**src/rtl/pwrseq_pkg.sv**
```systemverilog
package pwrseq_pkg;
   typedef enum logic [2:0] {
      SQ_OFF,
      SQ_UVCHK,
      SQ_TRIM,
      SQ_PHASE,
      SQ_READY
   } seq_state_e;
endpackage

```
**src/rtl/pwrseq_sync.sv**
```systemverilog
module pwrseq_sync #(
   parameter int WIDTH  = 2,
   parameter int STAGES = 2
) (
   input  logic             clk_i,
   input  logic             rst_ni,
   input  logic [WIDTH-1:0] d_i,
   output logic [WIDTH-1:0] q_o
);
   initial assert (STAGES >= 2) else $error("pwrseq_sync: STAGES below 2");

   logic [WIDTH-1:0] pipe [STAGES];

   for (genvar s = 0; s < STAGES; s++) begin : g_stage
      if (s == 0) begin : g_first
         always_ff @(posedge clk_i or negedge rst_ni)
            if (!rst_ni) pipe[0] <= '0;
            else         pipe[0] <= d_i;
      end else begin : g_next
         always_ff @(posedge clk_i or negedge rst_ni)
            if (!rst_ni) pipe[s] <= '0;
            else         pipe[s] <= pipe[s-1];
      end
   end

   assign q_o = pipe[STAGES-1];
endmodule

```
**src/rtl/pwrseq_phase_fsm.sv**
```systemverilog
module pwrseq_phase_fsm
   import pwrseq_pkg::*;
#(
   parameter int NUM_PHASES  = 4,
   parameter int TIMEOUT_CYC = 4096
) (
   input  logic                  clk_i,
   input  logic                  rst_ni,
   input  logic                  en_any_i,
   input  logic                  supply_hi_i,
   input  logic                  supply_lo_i,
   input  logic [NUM_PHASES-1:0] phase_done_i,
   output logic                  trim_strobe_o,
   output logic [NUM_PHASES-1:0] phase_en_o,
   output logic                  ready_o
);
   localparam int IDX_W = (NUM_PHASES > 1) ? $clog2(NUM_PHASES) : 1;
   localparam int CNT_W = (TIMEOUT_CYC > 1) ? $clog2(TIMEOUT_CYC) : 1;
   localparam logic [IDX_W-1:0] LAST_IDX = IDX_W'(NUM_PHASES - 1);
   localparam logic [CNT_W-1:0] CNT_LIM  = CNT_W'(TIMEOUT_CYC - 1);

   initial assert (NUM_PHASES >= 2) else $error("pwrseq_phase_fsm: NUM_PHASES below 2");
   initial assert (TIMEOUT_CYC >= 2) else $error("pwrseq_phase_fsm: TIMEOUT_CYC below 2");

   seq_state_e       state;
   logic [IDX_W-1:0] idx;
   logic [CNT_W-1:0] cnt;

   always_ff @(posedge clk_i or negedge rst_ni) begin
      if (!rst_ni) begin
         state <= SQ_OFF;
         idx   <= '0;
         cnt   <= '0;
      end else if (!en_any_i) begin
         state <= SQ_OFF;
         idx   <= '0;
         cnt   <= '0;
      end else if (supply_lo_i) begin
         state <= SQ_UVCHK;
         idx   <= '0;
         cnt   <= '0;
      end else begin
         case (state)
            SQ_OFF:   state <= SQ_UVCHK;
            SQ_UVCHK: if (supply_hi_i) state <= SQ_TRIM;
            SQ_TRIM: begin
               state <= SQ_PHASE;
               idx   <= '0;
               cnt   <= '0;
            end
            SQ_PHASE: begin
               if (phase_done_i[idx]) begin
                  cnt <= '0;
                  if (idx == LAST_IDX) state <= SQ_READY;
                  else                 idx   <= idx + 1'b1;
               end else if (cnt == CNT_LIM) begin
                  state <= SQ_UVCHK;
                  idx   <= '0;
                  cnt   <= '0;
               end else begin
                  cnt <= cnt + 1'b1;
               end
            end
            SQ_READY: state <= SQ_READY;
            default:  state <= SQ_OFF;
         endcase
      end
   end

   for (genvar k = 0; k < NUM_PHASES; k++) begin : g_phase_en
      assign phase_en_o[k] = (state == SQ_READY) ||
                             ((state == SQ_PHASE) && (idx >= IDX_W'(k)));
   end

   assign trim_strobe_o = (state == SQ_TRIM);
   assign ready_o       = (state == SQ_READY);

   // strobe lasts one cycle
   p_strobe_pulse_r3: assert property (@(posedge clk_i) disable iff (!rst_ni)
      trim_strobe_o |=> !trim_strobe_o);

   // each later phase waits for its predecessor's done flag
   for (genvar k = 1; k < NUM_PHASES; k++) begin : g_order_chk
      p_phase_order_r3: assert property (@(posedge clk_i) disable iff (!rst_ni)
         $rose(phase_en_o[k]) |-> $past(phase_done_i[k-1]));
   end
endmodule

```
**src/rtl/pwrseq_ramp_arb.sv**
```systemverilog
module pwrseq_ramp_arb (
   input  logic       clk_i,
   input  logic       rst_ni,
   input  logic       ready_i,
   input  logic [1:0] en_i,
   input  logic       ch2_ramping_i,
   input  logic       ch1_in_reg_i,
   output logic [1:0] ramp_en_o
);
   logic ch2_locked;

   // channel 2 keeps its grant once it has been seen ramping
   always_ff @(posedge clk_i or negedge rst_ni) begin
      if (!rst_ni)                     ch2_locked <= 1'b0;
      else if (!ready_i || !en_i[1])   ch2_locked <= 1'b0;
      else if (ramp_en_o[1] && ch2_ramping_i) ch2_locked <= 1'b1;
   end

   assign ramp_en_o[0] = ready_i && en_i[0];
   assign ramp_en_o[1] = ready_i && en_i[1] &&
                         (ch2_locked || !en_i[0] || ch1_in_reg_i);

   // a fresh channel 2 grant beside an active channel 1 needs output 1 settled
   p_ch2_hold_r5: assert property (@(posedge clk_i) disable iff (!rst_ni)
      ($rose(ramp_en_o[1]) && en_i[0]) |-> ch1_in_reg_i);
endmodule

```
**src/rtl/dual_rail_sequencer.sv**
```systemverilog
module dual_rail_sequencer #(
   parameter int NUM_PHASES  = 4,
   parameter int TIMEOUT_CYC = 4096,
   parameter int SYNC_STAGES = 2
) (
   input  logic                  clk_i,
   input  logic                  rst_ni,
   input  logic [1:0]            rail_en_i,
   input  logic                  supply_hi_i,
   input  logic                  supply_lo_i,
   input  logic [NUM_PHASES-1:0] phase_done_i,
   input  logic                  ch2_ramping_i,
   input  logic                  ch1_in_reg_i,
   output logic                  trim_strobe_o,
   output logic [NUM_PHASES-1:0] phase_en_o,
   output logic [1:0]            ramp_en_o
);
   logic [1:0] en_s;
   logic       ready;

   pwrseq_sync #(.WIDTH(2), .STAGES(SYNC_STAGES)) u_sync (
      .clk_i (clk_i),
      .rst_ni(rst_ni),
      .d_i   (rail_en_i),
      .q_o   (en_s)
   );

   pwrseq_phase_fsm #(.NUM_PHASES(NUM_PHASES), .TIMEOUT_CYC(TIMEOUT_CYC)) u_fsm (
      .clk_i        (clk_i),
      .rst_ni       (rst_ni),
      .en_any_i     (|en_s),
      .supply_hi_i  (supply_hi_i),
      .supply_lo_i  (supply_lo_i),
      .phase_done_i (phase_done_i),
      .trim_strobe_o(trim_strobe_o),
      .phase_en_o   (phase_en_o),
      .ready_o      (ready)
   );

   pwrseq_ramp_arb u_arb (
      .clk_i        (clk_i),
      .rst_ni       (rst_ni),
      .ready_i      (ready),
      .en_i         (en_s),
      .ch2_ramping_i(ch2_ramping_i),
      .ch1_in_reg_i (ch1_in_reg_i),
      .ramp_en_o    (ramp_en_o)
   );

   // both requests gone means a fully quiet controller next cycle
   p_off_quiet_r1: assert property (@(posedge clk_i) disable iff (!rst_ni)
      (en_s == 2'b00) |=> (phase_en_o == '0 && ramp_en_o == 2'b00 && !trim_strobe_o));

   // undervoltage removes everything next cycle
   p_uv_drop_r9: assert property (@(posedge clk_i) disable iff (!rst_ni)
      supply_lo_i |=> (phase_en_o == '0 && ramp_en_o == 2'b00));

   // ramps only with all bias phases up
   p_ramp_gated_r4: assert property (@(posedge clk_i) disable iff (!rst_ni)
      (ramp_en_o != 2'b00) |-> (&phase_en_o));
endmodule

```
**config.mk**
```make
export PLATFORM = sky130hd
export DESIGN_NAME = dual_rail_sequencer
export DESIGN_NICKNAME = d
export VERILOG_FILES = /design/src/rtl/pwrseq_pkg.sv /design/src/rtl/pwrseq_sync.sv /design/src/rtl/pwrseq_phase_fsm.sv /design/src/rtl/pwrseq_ramp_arb.sv /design/src/rtl/dual_rail_sequencer.sv
export SDC_FILE = /design/constraint.sdc
export NUM_CORES = 1
export LEC_CHECK = 0
export ABC_AREA = 1
export BUFFER_PORTS_ARGS = -buffer_cell sky130_fd_sc_hd__buf_2
export CAP_MARGIN = 20
export CORE_ASPECT_RATIO = 0.9
export CORE_UTILIZATION = 56
export CTS_CLUSTER_SIZE = 30
export DETAILED_ROUTE_END_ITERATION = 12
export HOLD_SLACK_MARGIN = 0.1
export PLACE_DENSITY = 0.83
export SLEW_MARGIN = 10
export SYNTH_ARGS = -nofsm -noshare
export SYNTH_HDL_FRONTEND = slang
export SYNTH_SLANG_ARGS = --single-unit
```
**constraint.sdc**
```tcl
create_clock -name clk_i -period 1.9 [get_ports clk_i]
set_input_delay 0.57 -clock clk_i [delete_from_list [all_inputs] [get_ports clk_i]]
set_output_delay 0.57 -clock clk_i [all_outputs]
set_load 0.02 [all_outputs]
```
* Word-level counts from Yosys, hierarchy flattened
Index checks and enable logic that the tools add are counted.
** Storage, ports and cells
- Bits of input ports :: 12
- Bits in registers :: 22
- Word-level logic and storage cells :: 69
- Output and inout port bits :: 7
** Operators by class
- Equality and inequality tests :: 11
- Order comparisons :: 5
- Reductions and logical operators :: 23
- Add/subtract/negate cells :: 2
- Muxes and demuxes :: 22
** Operators with widths (count)
- 12-bit 2-to-1 mux :: 4
- 12-bit one-hot mux with 2 select lines :: 1
- 3-bit 2-to-1 mux :: 6
- 5-bit != test (second input constant) :: 3
- 3-bit one-hot mux with 5 select lines :: 1
- 12-bit by 1-bit adder with 12-bit output (second input constant) :: 1
- 12-bit == test (second input constant) :: 1
- 2-bit 2-to-1 mux :: 5
- 1-bit logical AND :: 8
- 4-bit != test (second input constant) :: 2
- 1-bit logical OR :: 7
- 3-bit by 2-bit == test with 1-bit output (second input constant) :: 2
- 3-bit AND reduction :: 2
- 2-bit by 1-bit >= comparator with 1-bit output (second input constant) :: 2
- 2-bit >= comparator (second input constant) :: 2
- 2-bit one-hot mux with 2 select lines :: 1
- 3-bit by 1-bit == test with 1-bit output (second input constant) :: 1
- 3-bit == test (second input constant) :: 1
- 1-bit logical NOT :: 3
- 3-bit logical NOT :: 1
- 2-bit by 3-bit < comparator with 1-bit output (second input constant) :: 1
- 1-bit 2-to-1 mux :: 3
- 2-bit by 1-bit adder with 2-bit output (second input constant) :: 1
- 1-bit binary-select mux with 2-bit select :: 1
- other kinds (3) :: 3

* Logic depth before layout (Yosys ltp)
Gate-level depths: netlist (run 1).
- Word-level depth :: 7
- Mapped depth :: 10
- Depth with buffers taken out :: 10

* Cells and area by module
A second synthesis (run 1) with hierarchy kept.
** Unflattened totals
- Cell total of the unflattened synthesis :: 186
- Area total of the unflattened synthesis :: 1400.1 sq um
** Modules (own cells, without submodules)
- pwrseq_phase_fsm :: area each 1196.1 sq um, cells an instance 165, times used 1
- pwrseq_sync :: area each 115.1 sq um, cells an instance 6, times used 1
- pwrseq_ramp_arb :: area each 77.6 sq um, cells an instance 12, times used 1
- dual_rail_sequencer :: area each 11.3 sq um, cells an instance 3, times used 1

* Worst setup path before layout (run 1)
Ideal clock, no wire load.
- Path kind :: register to output
- From :: reg u_fsm.idx[0]
- To :: out phase_en_o[1]
- Setup slack :: 164 ps
- Arrival :: 1166 ps
- Stages on the path, launching flop included :: 4
- Cells stage by stage :: dfrtp_1 inv_2 ha_1 o21ai_0
** On the way
- Cells in the longest elaborated chain, start to end :: 3
** Ends and longest elaborated chain
- start: declaration :: RTL line pwrseq_phase_fsm.sv:26 : logic [IDX_W-1:0] idx;
- start signal: assignment :: RTL line pwrseq_phase_fsm.sv:55 : else idx <= idx + 1'b1;
- 2-bit by 1-bit >= comparator with 1-bit output :: RTL line pwrseq_phase_fsm.sv:72 : ((state == SQ_PHASE) && (idx >= IDX_W'(k)));
- 1-bit logical AND :: RTL line pwrseq_phase_fsm.sv:72
- 1-bit logical OR :: RTL line pwrseq_phase_fsm.sv:71 : assign phase_en_o[k] = (state == SQ_READY) ||
- end: declaration :: RTL line dual_rail_sequencer.sv:15 : output logic [NUM_PHASES-1:0] phase_en_o,
Every way passes these cells.

* Worst setup path after layout (run 1)
- From :: reg u_fsm.state[1]
- To :: out phase_en_o[3]
** On the way
- Cells in the longest elaborated chain, start to end :: 3
- Elaborated cells on any way between the ends :: 4
** Ends and longest elaborated chain
- start: declaration :: RTL line pwrseq_phase_fsm.sv:25 : seq_state_e state;
- start signal: assignment :: RTL line pwrseq_phase_fsm.sv:31 : state <= SQ_OFF;
- start signal: assignment :: RTL line pwrseq_phase_fsm.sv:35 : state <= SQ_OFF;
- start signal: assignment :: RTL line pwrseq_phase_fsm.sv:39 : state <= SQ_UVCHK;
- 3-bit by 2-bit == test with 1-bit output :: RTL line pwrseq_phase_fsm.sv:72
- 1-bit logical AND :: RTL line pwrseq_phase_fsm.sv:72
- 1-bit logical OR * :: RTL line pwrseq_phase_fsm.sv:71
Every way passes the cells marked *; elsewhere a longest branch is shown, timed or not.

==> results of run 1 <==
[worst reg2reg max path, cell delays in order, from the launching register on]
cell     delay [ns]
dfrtp_1        0.43
ha_1           0.27
nand3_1        0.11
nor2_2         0.16
nand4_1        0.20
nand2_4        0.18
nand3_1        0.11
nand2_1        0.08
nand2_1        0.04
[routing by layer]
| layer | up-vias | GRT usage, % | share of wire (%) |
|---|---|---|---|
| met5 | - | 0 | 0 |
| met4 | 0 | 8.97 | 1.0 |
| met3 | 4 | 2.80 | 2.6 |
| met2 | 25 | 40.9 | 53 |
| met1 | 596 | 25.4 | 44 |
| li1 | 636 | - | - |
[per-stage QoR]
stage / cells / instance area [µm²] / TNS [ns] / total power [mW]
2_1_floorplan: 180 / 1370 / 0 / 0.650
3_3_place_gp: 226 / 1500 / 0 / 0.704
3_5_place_dp: 226 / 1500 / 0 / 0.712
4_1_cts: 234 / 1610 / -0.0804 / 1.10
5_1_grt: 238 / 1670 / -0.514 / 1.16
6_report: 238 / 1670 / -0.0418 / 1.11
[logic make-up after synthesis]
family	count (synthesis)
adder cells (fa/ha/maj)	4
AO/OA/AOI/OAI	17
flip-flops	22
buffers and inverters	28
XOR/XNOR	3
AND/OR/NAND/NOR	106
[worst max-delay path by stage]
stage / slack, ns / cells past startpoint / to / startpoint
after global routing: -0.1 / 5 / ramp_en_o[1] / u_fsm.state[2]
after floorplan: 0.16 / 3 / phase_en_o[1] / u_fsm.idx[0]
after detailed placement: 0.004 / 4 / ramp_en_o[1] / ch1_in_reg_i
after global placement: 0.05 / 4 / ramp_en_o[1] / ch1_in_reg_i
final: -0.02 / 6 / phase_en_o[3] / u_fsm.state[1]
after CTS: -0.06 / 4 / ramp_en_o[1] / u_fsm.state[1]
[flip-flops by register name, summed over array words and instances, names as in the netlist]
signal and count:
u_fsm.state 3, u_fsm.cnt 12, u_arb.ch2_locked 1, u_fsm.idx 2
u_sync.pipe 2, u_sync.q_o 2
[repair_timing]
| action | 4_1_cts | 5_1_grt |
|---|---|---|
| resized for setup | 15 | 10 |
| setup endpoints to repair | 6 | 7 |
| buffers inserted | 4 | 4 |
| pin swaps | 2 | 4 |
[cell usage in the layout (no fill, tap or decap), drive strengths merged]
| cell type | Yosys | final |
|---|---|---|
| a21boi | 1 | 1 |
| nand2 | 52 | 52 |
| a31oi | 1 | 1 |
| dfrtp | 22 | 22 |
| inv | 27 | 27 |
| ha | 4 | 4 |
| clkbuf | 0 | 3 |
| o21ai | 8 | 8 |
| a21oi | 6 | 6 |
| xnor2 | 1 | 1 |
| nand3 | 14 | 14 |
| bufinv | 0 | 1 |
| nand3b | 1 | 1 |
| nor3 | 2 | 2 |
| and2 | 1 | 1 |
| o311ai | 1 | 1 |
| buf | 1 | 28 |
| xor2 | 2 | 2 |
| nand4 | 8 | 8 |
| nor2 | 28 | 28 |
[layout make-up]
cell class / instances / area, µm² / area share (%)
repair buffers: 28 / 193 / 11.5
flip-flops and latches: 22 / 553 / 33.1
clock inverters: 1 / 30.0 / 1.80
inverters: 27 / 106 / 6.36
multi-input cells: 130 / 733 / 43.9
well taps: 27 / 33.8 / 2.02
clock buffers: 3 / 22.5 / 1.35
[power by group]
group / internal [mW] / switching, mW / total [mW]
Sequential: 0.485 / 0.0175 / 0.503
Clock: 0.213 / 0.143 / 0.356
Combinational: 0.0980 / 0.157 / 0.255
Total: 0.797 / 0.317 / 1.11
==> results.sh, run 1 <==
export IMPL_grt_max_degree=23
export IMPL_num_rows=16
export IMPL_fin_skew_ns=0.00389
export IMPL_fillers=175
export IMPL_drt_initial_drc_count=16
export IMPL_synth_most_common_cell="nand2_1"
export IMPL_synth_common_cells="nand2_1 (45), inv_1 (24), dfrtp_1 (22), nor2_1 (17), nand3_1 (13)"
export IMPL_synth_top_cell_by_area="dfrtp_1"
export IMPL_initial_core_util_pct=61.0
export IMPL_slew_violations=0
export IMPL_min_period_ns=1.92
export IMPL_synth_simple_area_share_pct=39.3
export IMPL_clock_latency_ns=0.31
export IMPL_areaGrowthSynthToFinish_pct=22.1
export IMPL_crit_buf_inv=3
export IMPL_min_path_type="primary input to async pin"
export IMPL_critical_path_max_stage_delay_ns=0.44
export IMPL_critPathRequiredTime_ns=1.33
export IMPL_postCtsHoldBufs=0
export IMPL_postSynthCellCount=180
export IMPL_setup_viol=3
export IMPL_cts_clk_slew_worst_paths_ns=0.12
export IMPL_cts_tree="done"
export IMPL_first_pass_iters=4
export IMPL_synth_edff_count=0
export IMPL_vias_per_cell=5.30
export IMPL_vias=1261
export IMPL_ant_nets=0
export IMPL_final_util_pct=74.6
export IMPL_synth_area_leaders="dfrtp_1 (40%), nand2_1 (12%), inv_1 (6.6%), nand3_1 (4.8%), nor2_1 (4.7%)"
export IMPL_die_h_um=48.9
export IMPL_cts_root_buf="clkbuf_4"
export IMPL_finalCritPeriodShare_pct=101
export IMPL_synthXorXnorAreaFrac_pct=1.92
export IMPL_portBuffers=18
export IMPL_place_detailed_hpwl_um=1990
export IMPL_worstSetupPathType="register to output port"
export IMPL_cp_start_kind="register"
export IMPL_max_slew_margin_pct=68.2
export IMPL_drive_gt1_share_pct=29.9
export IMPL_clock_sinks=22
export IMPL_cts_htree_levels=1
export IMPL_r2r_start="u_fsm.cnt[0]"
export IMPL_grt_pass1_vias=1136
export IMPL_leakage_nw=0.845
export IMPL_endpoint_kind="output port"
export IMPL_yosys_warnings=0
export IMPL_grt_pass1_wl_um=4420
export IMPL_synth_top_cell_area_share_pct=40.2
export IMPL_cpMostUsedCell="buf_6"
export IMPL_cp_cell_sequence="buf_6 -> nand2_4 -> nor2_4 -> inv_2 -> o21ai_2 -> buf_6"
export IMPL_vdd_drop_max_mv=0.439
export IMPL_critical_path_top_delay_family="flip-flops"
export IMPL_track_usage_pct=22.5
export IMPL_pre_cts_ws_ns=0.00402
export IMPL_final_nets=228
export IMPL_dieWidth_um=54.1
export IMPL_drc=0
export IMPL_diodes=0
export IMPL_cap_viol_max_count=0
export IMPL_synth_seq_cells=22
export IMPL_r2r_slack_ns=0.21
export IMPL_cts_buffers=3
export IMPL_async_flop_share_pct=100
export IMPL_seq_area_frac_synth_pct=40.2
export IMPL_syn_area_per_cell_um2=7.60
export IMPL_rsz0062_at_grt="yes"
export IMPL_synth_nets=196
export IMPL_dieArea_um2=2650
export IMPL_synth_compound_area_share_pct=6.76
export IMPL_ff2ff_path_depth=8
export IMPL_ys_types=26
export IMPL_finalHoldViolCount=0
export IMPL_antenna_found_initial=0
export IMPL_ioPinCount=19
export IMPL_ys_flop_type="dfrtp_1"
export IMPL_tightest_slew_ns=0.477
export IMPL_clockBufferDepth=2
export IMPL_power_density_nw_per_um2=666
export IMPL_muxShareOfSynthArea_pct=0
export IMPL_synth_top_family_by_area="simple AND/OR/NAND/NOR gates"
export IMPL_gp_congestion=0.873
export IMPL_overflow=0
export IMPL_violations="setup timing"
export IMPL_cp_max_fo=3
export IMPL_synth_area_um2=1370
export IMPL_fin_ws_ns=-0.0234
export IMPL_r2r_end="u_fsm.state[1]"
export IMPL_holdWs_ns=0.195
export IMPL_fmax_ghz=0.520
export IMPL_crit_slowest_cell="dfrtp_1"
export IMPL_core_area_um2=2240
export IMPL_yosys_area_share_adder_pct=3.66
export IMPL_wire_per_inst_um=12.0
export IMPL_worstPathArrival_ns=1.35
export IMPL_routed_wl_um=2850
export IMPL_run_status="finished with violations"
Note: power is estimated with default switching activity, not from simulation.
==> inputs of run 2 (changes only) <==
REMOVE_ABC_BUFFERS = 1   (was default)
==> results.sh, run 2 (synthesis gave the netlist of run 1 again) <==
export IMPL_run_status="finished with violations"
export IMPL_violations="setup timing"
export IMPL_endpoint_kind="output port"
export IMPL_largest_register_ffs=12
export IMPL_min_path_type="primary input to async pin"
export IMPL_ioPinCount=19
export IMPL_worstSetupPathType="register to output port"
export IMPL_portBuffers=18
export IMPL_setup_viol=5
export IMPL_top_register="u_fsm.cnt"
export IMPL_core_area_um2=2240
export IMPL_cp_max_fo=3
export IMPL_placed_cell_area_um2=1500
export IMPL_cts_tree="done"
export IMPL_fin_ws_ns=-0.0698
export IMPL_clock_latency_ns=0.30
export IMPL_worstPathArrival_ns=1.40
export IMPL_r2r_start="u_fsm.state[1]"
export IMPL_reg_top3="u_fsm.cnt (12), u_fsm.state (3)"
export IMPL_initial_core_util_pct=61.0
export IMPL_die_h_um=48.9
export IMPL_cp_start_kind="register"
export IMPL_cts_htree_levels=1
export IMPL_finalCritPeriodShare_pct=104
export IMPL_leakage_nw=0.844
export IMPL_num_rows=16
export IMPL_power_density_nw_per_um2=607
export IMPL_final_util_pct=75.1
export IMPL_rsz0062_at_grt="yes"
export IMPL_diodes=0
export IMPL_fin_skew_ns=0.00636
export IMPL_seq_area_um2=553
export IMPL_multi_input_area_um2=746
export IMPL_holdWs_ns=0.197
export IMPL_antenna_found_initial=0
export IMPL_routed_wl_um=2920
export IMPL_gp_congestion=0.869
export IMPL_drive_gt1_share_pct=31.1
export IMPL_grt_max_degree=23
export IMPL_fillers=164
export IMPL_areaGrowthSynthToFinish_pct=22.9
export IMPL_drc=0
export IMPL_track_usage_pct=23.9
export IMPL_vias_per_cell=5.27
export IMPL_finalHoldViolCount=0
export IMPL_clock_sinks=22
export IMPL_slew_violations=0
export IMPL_wire_per_inst_um=12.2
export IMPL_place_detailed_hpwl_um=1980
export IMPL_design_area_um2=1680
export IMPL_min_period_ns=1.97
export IMPL_cap_viol_max_count=0
export IMPL_tightest_slew_ns=0.469
export IMPL_grt_pass1_wl_um=4690
export IMPL_layout_common_cells="nand2_1 (44), inv_1 (21), dfrtp_1 (20), nor2_1 (17)"
export IMPL_dieWidth_um=54.1
export IMPL_pre_cts_ws_ns=-0.0289
export IMPL_critPathRequiredTime_ns=1.33
export IMPL_vdd_drop_max_mv=0.580
export IMPL_final_nets=229
export IMPL_cts_root_buf="clkbuf_4"
export IMPL_r2r_slack_ns=0.20
export IMPL_vias=1260
export IMPL_cts_clk_slew_worst_paths_ns=0.12
export IMPL_clockBufferDepth=2
export IMPL_crit_start="u_fsm.state[0]"
export IMPL_dieArea_um2=2650
export IMPL_grt_pass1_vias=1180
export IMPL_ant_nets=0
export IMPL_fmax_ghz=0.508
export IMPL_max_slew_margin_pct=68.8
export IMPL_cts_buffers=3
export IMPL_layout_commonest_cell="nand2_1"
export IMPL_drt_initial_drc_count=20
export IMPL_overflow=0
export IMPL_first_pass_iters=4
-- run 2: routing by layer --
metal  track usage, %  vias to the layer above  share of wire, %
met2             44.0                       31                52
met1             27.6                      586                43
met4             8.12                        0               1.4
met3             2.49                        6               2.8
li1                 -                      637                 -
met5                0                        -                 0
-- run 2: final cells by class --
type / count / share of cell area, %
multi-input combinational: 130 / 44.3
tap: 27 / 2.01
sequential: 22 / 32.9
clock buffer: 4 / 2.16
timing repair buffer: 29 / 12.5
inverter: 27 / 6.17
-- run 2: repair_timing --
| action | CTS | global route |
|---|---|---|
| pin swaps | 4 | 4 |
| hold buffers | 0 | 0 |
| resized for setup | 17 | 12 |
| buffers inserted | 8 | 1 |
| setup endpoints to repair | 6 | 7 |
-- run 2: critical path, stage by stage, from the launching register on --
cell,delay [ns]
dfrtp_2,0.45
nor3_4,0.27
o311ai_2,0.16
inv_1,0.10
buf_6,0.12
-- run 2: power by group --
group	internal (mW)	switching (mW)
sequential	0.486	0.0175
combinational	0.105	0.161
clock	0.117	0.136
total	0.708	0.314
-- run 2: final timing paths --
| kind | endpoint | cells after the start |
|---|---|---|
| setup / recovery | ramp_en_o[1] | 4 |
| hold / removal | u_fsm.cnt[8] | 1 |
| setup reg to reg | u_fsm.cnt[11] | 11 |
| hold reg to reg | u_sync.q_o[0] | 0 |
| max in group asynchronous | u_fsm.state[0] | 1 |
| min in group clk_i | u_sync.q_o[0] | 0 |
-- run 2: stage by stage --
stage          setup TNS, ns  instances  total power, mW
2_1_floorplan              0        179            0.646
3_3_place_gp               0        226            0.704
3_5_place_dp         -0.0289        226            0.709
4_1_cts              -0.0433        238            0.997
5_1_grt               -0.549        239             1.07
6_report              -0.175        239             1.02
